**config.mk**
```make
export PLATFORM = sky130hd
export DESIGN_NAME = sdspi_blkwr
export DESIGN_NICKNAME = d
export VERILOG_FILES = /design/src/rtl/sdspi_blkwr_pkg.sv /design/src/rtl/sdspi_blkwr_crc16.sv /design/src/rtl/sdspi_blkwr_poll.sv /design/src/rtl/sdspi_blkwr.sv
export SDC_FILE = /design/constraint.sdc
export NUM_CORES = 1
export LEC_CHECK = 0
export CAP_MARGIN = 25
export CORE_MARGIN = 2
export CORE_UTILIZATION = 58
export DETAILED_ROUTE_END_ITERATION = 8
export GPL_ROUTABILITY_DRIVEN = 0
export GPL_TIMING_DRIVEN = 1
export PLACE_DENSITY = 0.92
export SLEW_MARGIN = 20
export SYNTH_ARGS = -nofsm -noshare
export SYNTH_HDL_FRONTEND = slang
export SYNTH_HIERARCHICAL = 1
export SYNTH_SLANG_ARGS = --single-unit
export TNS_END_PERCENT = 100
```
**constraint.sdc**
```tcl
create_clock -name clk -period 3 [get_ports clk]
set_input_delay 0.9 -clock clk [delete_from_list [all_inputs] [get_ports clk]]
set_output_delay 0.9 -clock clk [all_outputs]
set_load 0.05 [all_outputs]
```
**src/rtl/sdspi_blkwr_pkg.sv**
```systemverilog
package sdspi_blkwr_pkg;

   typedef enum logic [1:0] {
      WR_OK      = 2'd0,
      WR_REJECT  = 2'd1,
      WR_TIMEOUT = 2'd2
   } wr_status_t;

   typedef enum logic [3:0] {
      S_IDLE,
      S_LEAD,
      S_TOKEN,
      S_DATA,
      S_CRC_HI,
      S_CRC_LO,
      S_RESP,
      S_BUSY,
      S_END_LEAD,
      S_END_TOKEN,
      S_END_BUSY
   } wr_state_t;

   localparam logic [7:0] FILL_BYTE   = 8'hFF;
   localparam logic [7:0] TOKEN_ONE   = 8'hFE;
   localparam logic [7:0] TOKEN_MANY  = 8'hFC;
   localparam logic [7:0] TOKEN_END   = 8'hFD;
   localparam logic [4:0] RESP_OK     = 5'h05;

   function automatic logic [15:0] crc16_step(input logic [15:0] cur, input logic [7:0] din);
      logic [15:0] c;
      logic        fb;
      c = cur;
      for (int i = 7; i >= 0; i--) begin
         fb = c[15] ^ din[i];
         c  = {c[14:0], 1'b0};
         if (fb) c = c ^ 16'h1021;
      end
      return c;
   endfunction

endpackage

```
**src/rtl/sdspi_blkwr_crc16.sv**
```systemverilog
module sdspi_blkwr_crc16
   import sdspi_blkwr_pkg::*;
#(
   parameter bit CRC_EN = 1'b1
) (
   input  logic        clk,
   input  logic        rst_n,
   input  logic        clear,
   input  logic        feed,
   input  logic [7:0]  din,
   output logic [15:0] crc_o
);

   generate
      if (CRC_EN) begin : g_crc
         logic [15:0] crc_q;
         always_ff @(posedge clk or negedge rst_n) begin
            if (!rst_n)      crc_q <= '0;
            else if (clear)  crc_q <= '0;
            else if (feed)   crc_q <= crc16_step(crc_q, din);
         end
         assign crc_o = crc_q;
      end else begin : g_nocrc
         logic unused_crc_in;
         assign unused_crc_in = ^{clk, rst_n, clear, feed, din};
         assign crc_o = 16'hFFFF;
      end
   endgenerate

endmodule

```
**src/rtl/sdspi_blkwr_poll.sv**
```systemverilog
module sdspi_blkwr_poll #(
   parameter int LIMIT = 8
) (
   input  logic clk,
   input  logic rst_n,
   input  logic clear,
   input  logic step,
   output logic first_o,
   output logic last_o
);

   localparam int CW = (LIMIT < 2) ? 1 : $clog2(LIMIT + 1);

   logic [CW-1:0] cnt_q;

   always_ff @(posedge clk or negedge rst_n) begin
      if (!rst_n)      cnt_q <= '0;
      else if (clear)  cnt_q <= '0;
      else if (step)   cnt_q <= cnt_q + CW'(1);
   end

   assign first_o = (cnt_q == '0);
   assign last_o  = (cnt_q == CW'(LIMIT - 1));

endmodule

```
**src/rtl/sdspi_blkwr.sv**
```systemverilog
module sdspi_blkwr
   import sdspi_blkwr_pkg::*;
#(
   parameter int SIZE_W     = 9,
   parameter int CNT_W      = 16,
   parameter int RESP_TRIES = 8,
   parameter int BUSY_LIMIT = 3000000,
   parameter bit CRC_EN     = 1'b1
) (
   input  logic              clk,
   input  logic              rst_n,
   input  logic              start,
   input  logic              multi,
   input  logic [CNT_W-1:0]  blk_cnt_m1,
   input  logic [SIZE_W-1:0] blk_size_m1,
   input  logic              pl_valid,
   input  logic [7:0]        pl_data,
   output logic              pl_ready,
   output logic              spi_req,
   output logic [7:0]        spi_tx,
   input  logic              spi_ack,
   input  logic [7:0]        spi_rx,
   output logic              done,
   output logic [1:0]        status
);

   generate
      if (SIZE_W < 1) begin : g_bad_size
         $error("SIZE_W must be at least 1");
      end
      if (CNT_W < 1) begin : g_bad_cnt
         $error("CNT_W must be at least 1");
      end
      if (RESP_TRIES < 1) begin : g_bad_tries
         $error("RESP_TRIES must be at least 1");
      end
      if (BUSY_LIMIT < 2) begin : g_bad_busy
         $error("BUSY_LIMIT must be at least 2");
      end
   endgenerate

   wr_state_t         st_q;
   logic              multi_q;
   logic [SIZE_W-1:0] size_q;
   logic [SIZE_W-1:0] bytes_left_q;
   logic [CNT_W-1:0]  blks_left_q;
   logic              req_q;
   logic [7:0]        tx_q;
   logic              done_q;
   wr_status_t        status_q;

   logic              issue_ok;
   logic [7:0]        next_tx;
   logic              xfer_fire;
   logic              take;
   logic [15:0]       crc_val;
   logic              resp_last;
   logic              busy_first;
   logic              busy_last;
   logic              in_busy;
   logic              rx_idle;
   logic              busy_clear_ok;

   assign xfer_fire = req_q && spi_ack;
   assign pl_ready  = (st_q == S_DATA) && !req_q;
   assign take      = pl_ready && pl_valid;
   assign in_busy   = (st_q == S_BUSY) || (st_q == S_END_BUSY);
   assign rx_idle   = (spi_rx == FILL_BYTE);
   assign busy_clear_ok = !busy_first && rx_idle;

   // Byte to issue in each state
   always_comb begin
      next_tx = FILL_BYTE;
      unique case (st_q)
         S_TOKEN:     next_tx = multi_q ? TOKEN_MANY : TOKEN_ONE;
         S_DATA:      next_tx = pl_data;
         S_CRC_HI:    next_tx = crc_val[15:8];
         S_CRC_LO:    next_tx = crc_val[7:0];
         S_END_TOKEN: next_tx = TOKEN_END;
         default:     next_tx = FILL_BYTE;
      endcase
   end

   assign issue_ok = (st_q != S_IDLE) && !req_q && ((st_q != S_DATA) || pl_valid);

   sdspi_blkwr_crc16 #(.CRC_EN(CRC_EN)) u_crc (
      .clk   (clk),
      .rst_n (rst_n),
      .clear (st_q == S_TOKEN),
      .feed  (take),
      .din   (pl_data),
      .crc_o (crc_val)
   );

   logic unused_resp_first;
   sdspi_blkwr_poll #(.LIMIT(RESP_TRIES)) u_resp_win (
      .clk     (clk),
      .rst_n   (rst_n),
      .clear   (st_q != S_RESP),
      .step    (xfer_fire && (st_q == S_RESP)),
      .first_o (unused_resp_first),
      .last_o  (resp_last)
   );

   sdspi_blkwr_poll #(.LIMIT(BUSY_LIMIT)) u_busy_win (
      .clk     (clk),
      .rst_n   (rst_n),
      .clear   (!in_busy),
      .step    (xfer_fire && in_busy),
      .first_o (busy_first),
      .last_o  (busy_last)
   );

   always_ff @(posedge clk or negedge rst_n) begin
      if (!rst_n) begin
         st_q         <= S_IDLE;
         multi_q      <= 1'b0;
         size_q       <= '0;
         bytes_left_q <= '0;
         blks_left_q  <= '0;
         req_q        <= 1'b0;
         tx_q         <= FILL_BYTE;
         done_q       <= 1'b0;
         status_q     <= WR_OK;
      end else begin
         done_q <= 1'b0;
         if (st_q == S_IDLE) begin
            if (start) begin
               multi_q      <= multi;
               size_q       <= blk_size_m1;
               bytes_left_q <= blk_size_m1;
               blks_left_q  <= blk_cnt_m1;
               st_q         <= S_LEAD;
            end
         end else if (issue_ok) begin
            req_q <= 1'b1;
            tx_q  <= next_tx;
         end else if (xfer_fire) begin
            req_q <= 1'b0;
            unique case (st_q)
               S_LEAD:   st_q <= S_TOKEN;
               S_TOKEN:  st_q <= S_DATA;
               S_DATA: begin
                  if (bytes_left_q == '0) st_q <= S_CRC_HI;
                  else bytes_left_q <= bytes_left_q - SIZE_W'(1);
               end
               S_CRC_HI: st_q <= S_CRC_LO;
               S_CRC_LO: st_q <= S_RESP;
               S_RESP: begin
                  if (!spi_rx[4] || resp_last) begin
                     if (spi_rx[4:0] == RESP_OK) begin
                        st_q <= S_BUSY;
                     end else begin
                        st_q     <= S_IDLE;
                        done_q   <= 1'b1;
                        status_q <= WR_REJECT;
                     end
                  end
               end
               S_BUSY: begin
                  if (busy_clear_ok) begin
                     if (blks_left_q != '0) begin
                        blks_left_q  <= blks_left_q - CNT_W'(1);
                        bytes_left_q <= size_q;
                        st_q         <= S_LEAD;
                     end else if (multi_q) begin
                        st_q <= S_END_LEAD;
                     end else begin
                        st_q     <= S_IDLE;
                        done_q   <= 1'b1;
                        status_q <= WR_OK;
                     end
                  end else if (busy_last) begin
                     st_q     <= S_IDLE;
                     done_q   <= 1'b1;
                     status_q <= WR_TIMEOUT;
                  end
               end
               S_END_LEAD:  st_q <= S_END_TOKEN;
               S_END_TOKEN: st_q <= S_END_BUSY;
               S_END_BUSY: begin
                  if (busy_clear_ok) begin
                     st_q     <= S_IDLE;
                     done_q   <= 1'b1;
                     status_q <= WR_OK;
                  end else if (busy_last) begin
                     st_q     <= S_IDLE;
                     done_q   <= 1'b1;
                     status_q <= WR_TIMEOUT;
                  end
               end
               default: st_q <= S_IDLE;
            endcase
         end
      end
   end

   assign spi_req = req_q;
   assign spi_tx  = tx_q;
   assign done    = done_q;
   assign status  = status_q;

endmodule

```
; ---- After elaboration in Yosys (flattened, before gate mapping)
; Index checks and enable logic that the tools add are counted.
[word_totals]
rom_bits = 0
input_bits = 47
ff_bits = 93
latchBits = 0
ramBits = 0
output_inout_bits = 13
word_cells = 176
memories = 0
[op_classes]
reduce_logical = 35
order_cmp = 0
div_mod_pow = 0
n_shift = 0
addsub = 4
muxes = 79
mul = 0
eq_ne = 28
n_bitwise = 18
[ops]
columns = op, n
row1 = two-way mux 16 bit, 23
row2 = two-way mux 13 bit, 8
row3 = two-way mux 9 bit, 7
row4 = two-way mux 4 bit, 13
row5 = two-way mux 22 bit, 2
row6 = one-hot mux 4 bit (10 select lines), 1
row7 = one-hot mux 8 bit (5 select lines), 1
row8 = NOT 3 bit, 8
row9 = adder 22 x 1 -> 22 bit (second input constant), 1
row10 = == test 22 bit (second input constant), 1
row11 = logical NOT 22 bit, 1
row12 = == test 4 x 3 -> 1 bit (second input constant), 5
row13 = one-hot mux 9 bit (2 select lines), 1
row14 = two-way mux 2 bit, 8
row15 = nonzero test 16 bit, 1
row16 = subtractor 16 x 1 -> 16 bit (second input constant), 1
row17 = nonzero test 2 bit, 7
row18 = == test 4 bit (second input constant), 3
row19 = two-way mux 1 bit, 12
row20 = logical NOT 9 bit, 1
row21 = != test 3 x 1 -> 1 bit (second input constant), 3
row22 = != test 3 bit (second input constant), 3
row23 = subtractor 9 x 1 -> 9 bit (second input constant), 1
row24 = == test 4 x 2 -> 1 bit (second input constant), 2
row25 = other kinds (25), 50

; ---- Longest topological paths before layout
[depth]
ltp_word = 33
depth_mapped = 11
ltp_nobuf = 10

; ---- Hierarchy
; The synthesis kept the hierarchy.
[modules_own_cells]
columns = module, instances, seq_area_each_um2, cells_each, area_per_inst_um2
row1 = sdspi_blkwr, 1, 1286.2, 377, 3399.5
row2 = sdspi_blkwr_poll at u_busy_win, 1, 550.5, 144, 1278.7
row3 = sdspi_blkwr_crc16, 1, 400.4, 79, 1043.5
row4 = sdspi_blkwr_poll at u_resp_win, 1, 100.1, 22, 227.7

; ---- Worst setup path after synthesis
; OpenSTA, ideal clock, no wires.
[synth_path]
path_type = reg2reg
startpoint = reg u_busy_win.cnt_q[0]
endpoint = reg bytes_left_q[2]
slack_ns = 0.274
path_stages_with_launch = 11
n_path_buf = 0
setup_time_ns = 0.125
arrival_time_ns = 2.601
t_required_ns = 2.875
cell_sequence = dfrtp_1 inv_1 ha_1 nor4b_1 nand4_1 nor2_1 nand4b_1 nor4_2 o31ai_2 a21oi_4 mux2_2
[synth_via]
elab_chain_len = 5
[synth_lines]
columns = element, line_no
row1 = "start, declared", sdspi_blkwr_poll.sv:14  ; logic [CW-1:0] cnt_q;
row2 = "start signal, assigned", sdspi_blkwr_poll.sv:19  ; else if (step) cnt_q <= cnt_q + CW'(1);
row3 = logical NOT 22 bit, sdspi_blkwr_poll.sv:22  ; assign first_o = (cnt_q == '0);
row4 = via busy_first, sdspi_blkwr.sv:58  ; logic busy_first;
row5 = logical NOT 1 bit, sdspi_blkwr.sv:69  ; assign busy_clear_ok = !busy_first && rx_idle;
row6 = logical AND 1 bit, sdspi_blkwr.sv:69
row7 = != test 3 x 2 -> 1 bit (no source line), n/a
row8 = AND reduction 7 bit (no source line), n/a
row9 = "end signal, assigned", sdspi_blkwr.sv:131  ; bytes_left_q <= blk_size_m1;
row10 = "end signal, assigned", sdspi_blkwr.sv:145  ; else bytes_left_q <= bytes_left_q - SIZE_W'(1);
row11 = "end signal, assigned", sdspi_blkwr.sv:164  ; bytes_left_q <= size_q;
row12 = "end, declared", sdspi_blkwr.sv:45  ; logic [SIZE_W-1:0] bytes_left_q;
; The timed path passes the listed nets, and every way through them passes these cells.
; A chain may end at the register's enable or synchronous reset.

; ---- Worst setup path after layout
[layout_path]
startpoint = reg st_q[0]
endpoint = reg u_busy_win.cnt_q[16]
[layout_via]
elab_chain_len = 4
word_cells_on_any_way = 6
cone_classes = 3 x eq/ne / 1 x mux / 2 x reduce/logical
[layout_lines]
columns = element, line_no
row1 = "start, declared", sdspi_blkwr.sv:42  ; wr_state_t st_q;
row2 = "start signal, assigned", sdspi_blkwr.sv:116  ; st_q <= S_IDLE;
row3 = "start signal, assigned", sdspi_blkwr.sv:133  ; st_q <= S_LEAD;
row4 = "start signal, assigned", sdspi_blkwr.sv:141  ; S_LEAD: st_q <= S_TOKEN;
row5 = == test 4 x 3 -> 1 bit / == test 4 bit (equally long branches), sdspi_blkwr.sv:67  ; assign in_busy = (st_q == S_BUSY) || (st_q == S_END_BUSY);
row6 = logical OR 1 bit *, sdspi_blkwr.sv:67
row7 = logical AND 1 bit, sdspi_blkwr.sv:109  ; .step (xfer_fire && in_busy),
row8 = != test 2 x 1 -> 1 bit (no source line), n/a
; Mark *: on every way between the ends. The rest lies on a longest branch, timed or not.

==> out/qor.yml <==
status: "completed"
cts_htree_levels: 3
cp_slowest_stage_delay_ps: 570
syn-instance-count: 621
max-slew-margin-rel_pct: 49.40
synth.net_count: 674
endpoint_kind: "flop"
finalHoldViolCount: 0
grtUsageTotal_pct: 29.81
synthesis.area_um2: 5942
design.core.area_um2: 9864
cts_setup_buffers: 0
final_nets: 735
setup_viol: 0
diodes: 0
holdBufCountCts: 0
area_delta_synth_final_pct: 18.19
critical_path_class: "reg -> reg"
row_count: 36
cp-start-kind: "flop"
clock_path_buffers: 2
p_leak_nw: 2.827
path_cells: "and3b_1, o21a_1, inv_1, nor2_1, o21ai_0, or4_1, nor4_1, o21bai_1"
cap_violations: 0
dieArea_um2: 11070
post_route_cells_drive_above_1_share_pct: 15.57
cp_max_fo: 14
pin_count: 60
fin_ws_ps: 236.1
crit_buf_inv: 1
drc: 0
grt_max_degree: 56
holdWs_ps: 477.9
max_freq_ghz: 0.3618
cts-buffers-inserted: 9
die_x_um: 105.2
first_pass_iters: 5
min_path_type: "in -> async"
die-height_um: 105.2
antenna_found_initial: 0
dpl.hpwl_um: 11020
grt_pass1_vias: 5339
cts_resized: 0
ir_drop_mv: 0.3571
via_per_inst: 6.588
crit_slowest_cell: "or4_1"
grt.overflow.total: 0
cts_tree: "done"
insertion_delay_ps: 380
drt_iter0_markers: 526
period_share_pct: 92.13
slew_viol_final: 0
numClockSinks: 93
ant_nets: 0
required_ps: 3290
clk_pin_slew_ps: 100
cts-root-buf: "clkbuf_8"
wl_um: 16080
worst_pin_slew_ps: 752.1
rsz0062_at_grt: "false"
cp_top_family: "simple AND/OR/NAND/NOR gates"
fillers: 686
grt_pass1_wl_um: 26400
ys_warn_count: 6
fin_crit_ps: 2764
worstPathArrival_ps: 3050
avgSynthCellArea_um2: 9.568
port-buffer-count: 59
post-place-ws_ps: -45.31
wire_per_inst_um: 19.61
p_per_area_nw_per_um2: 804.6
dr_total_vias: 5402
start_util_pct: 60.24
total_power_mw: 5.651
skew_ps: 12.43
through the flow:
stage | cells | cell area, µm² | util [%] | TNS (ps)
after floorplan | 621 | 5942 | - | 0
after global placement | 804 | 6800 | 68.94 | 0
after detailed placement | 804 | 6800 | 68.94 | -51.89
after CTS | 820 | 7023 | 71.19 | 0
after global routing | 820 | 7023 | 71.19 | 0
final | 820 | 7023 | 71.19 | 0
state kept, by name, summed over array words and instances (netlist names):
| register | cells |
|---|---|
| u_crc/crc_o | 16 |
| bytes_left_q | 9 |
| st_q | 4 |
| multi_q | 1 |
| size_q | 9 |
| spi_tx | 8 |
| u_busy_win/cnt_q | 22 |
| done | 1 |
| u_resp_win/cnt_q | 4 |
| status | 2 |
| spi_req | 1 |
| blks_left_q | 16 |
layout make-up:
type                       count  area (µm²)  share of cell area, %
inverter                      17       63.81                 0.9086
timing repair buffer          91       850.8                  12.11
clock inverter                 7       98.84                  1.407
tap                          133       166.4                  2.370
sequential                    93        2337                  33.28
clock buffer                   9       123.9                  1.764
multi-input combinational    470        3382                  48.16
layer usage:
layer / global-route usage, % / wire (µm) / vias to the layer above
met4: 14.10 / 554 / 0
met5: 0 / 0 / -
met2: 51.01 / 8161 / 276
met3: 5.257 / 982 / 52
li1: - / - / 2438
met1: 36.50 / 6384 / 2636
power breakdown:
group | internal, mW | switching [mW] | leakage (nW) | total [mW]
sequential | 1.62 | 0.375 | 1.18 | 2.00
clock | 0.474 | 0.491 | 0.110 | 0.965
combinational | 1.26 | 1.43 | 1.54 | 2.69
final timing paths:
path,slack [ps],cells after the start,from,end
max in group asynchronous,1770,2,rst_n,spi_tx[4]
setup reg to reg,240,8,st_q[0],u_busy_win/cnt_q[16]
setup / recovery,240,8,st_q[0],u_busy_win/cnt_q[16]
hold / removal,480,1,rst_n,bytes_left_q[5]
hold reg to reg,520,2,spi_tx[6],spi_tx[6]
min in group clk,520,2,spi_tx[6],spi_tx[6]
cells in the final DEF, fill, tap and decap left out, types with 5 or more instances in the layout:
master,n
a211oi_1,7
a21oi_1,34
a222oi_1,7
a31oi_1,9
and3_1,5
buf_4,32
clkbuf_8,9
clkdlybuf4s50_1,57
dfrtp_1,85
dfstp_2,8
ha_1,6
inv_1,17
mux2_2,16
mux2i_1,10
nand2_1,32
nand2b_1,11
nand3_1,18
nand4_1,16
nor2_1,61
nor2b_1,6
nor3_1,20
nor4_1,14
o21ai_0,33
o21ai_1,5
o22ai_1,9
o31a_1,6
or3_1,12
or4_1,9
xnor2_1,17
xnor3_1,7
xor2_1,7
Power figures use the tool's default switching activity.
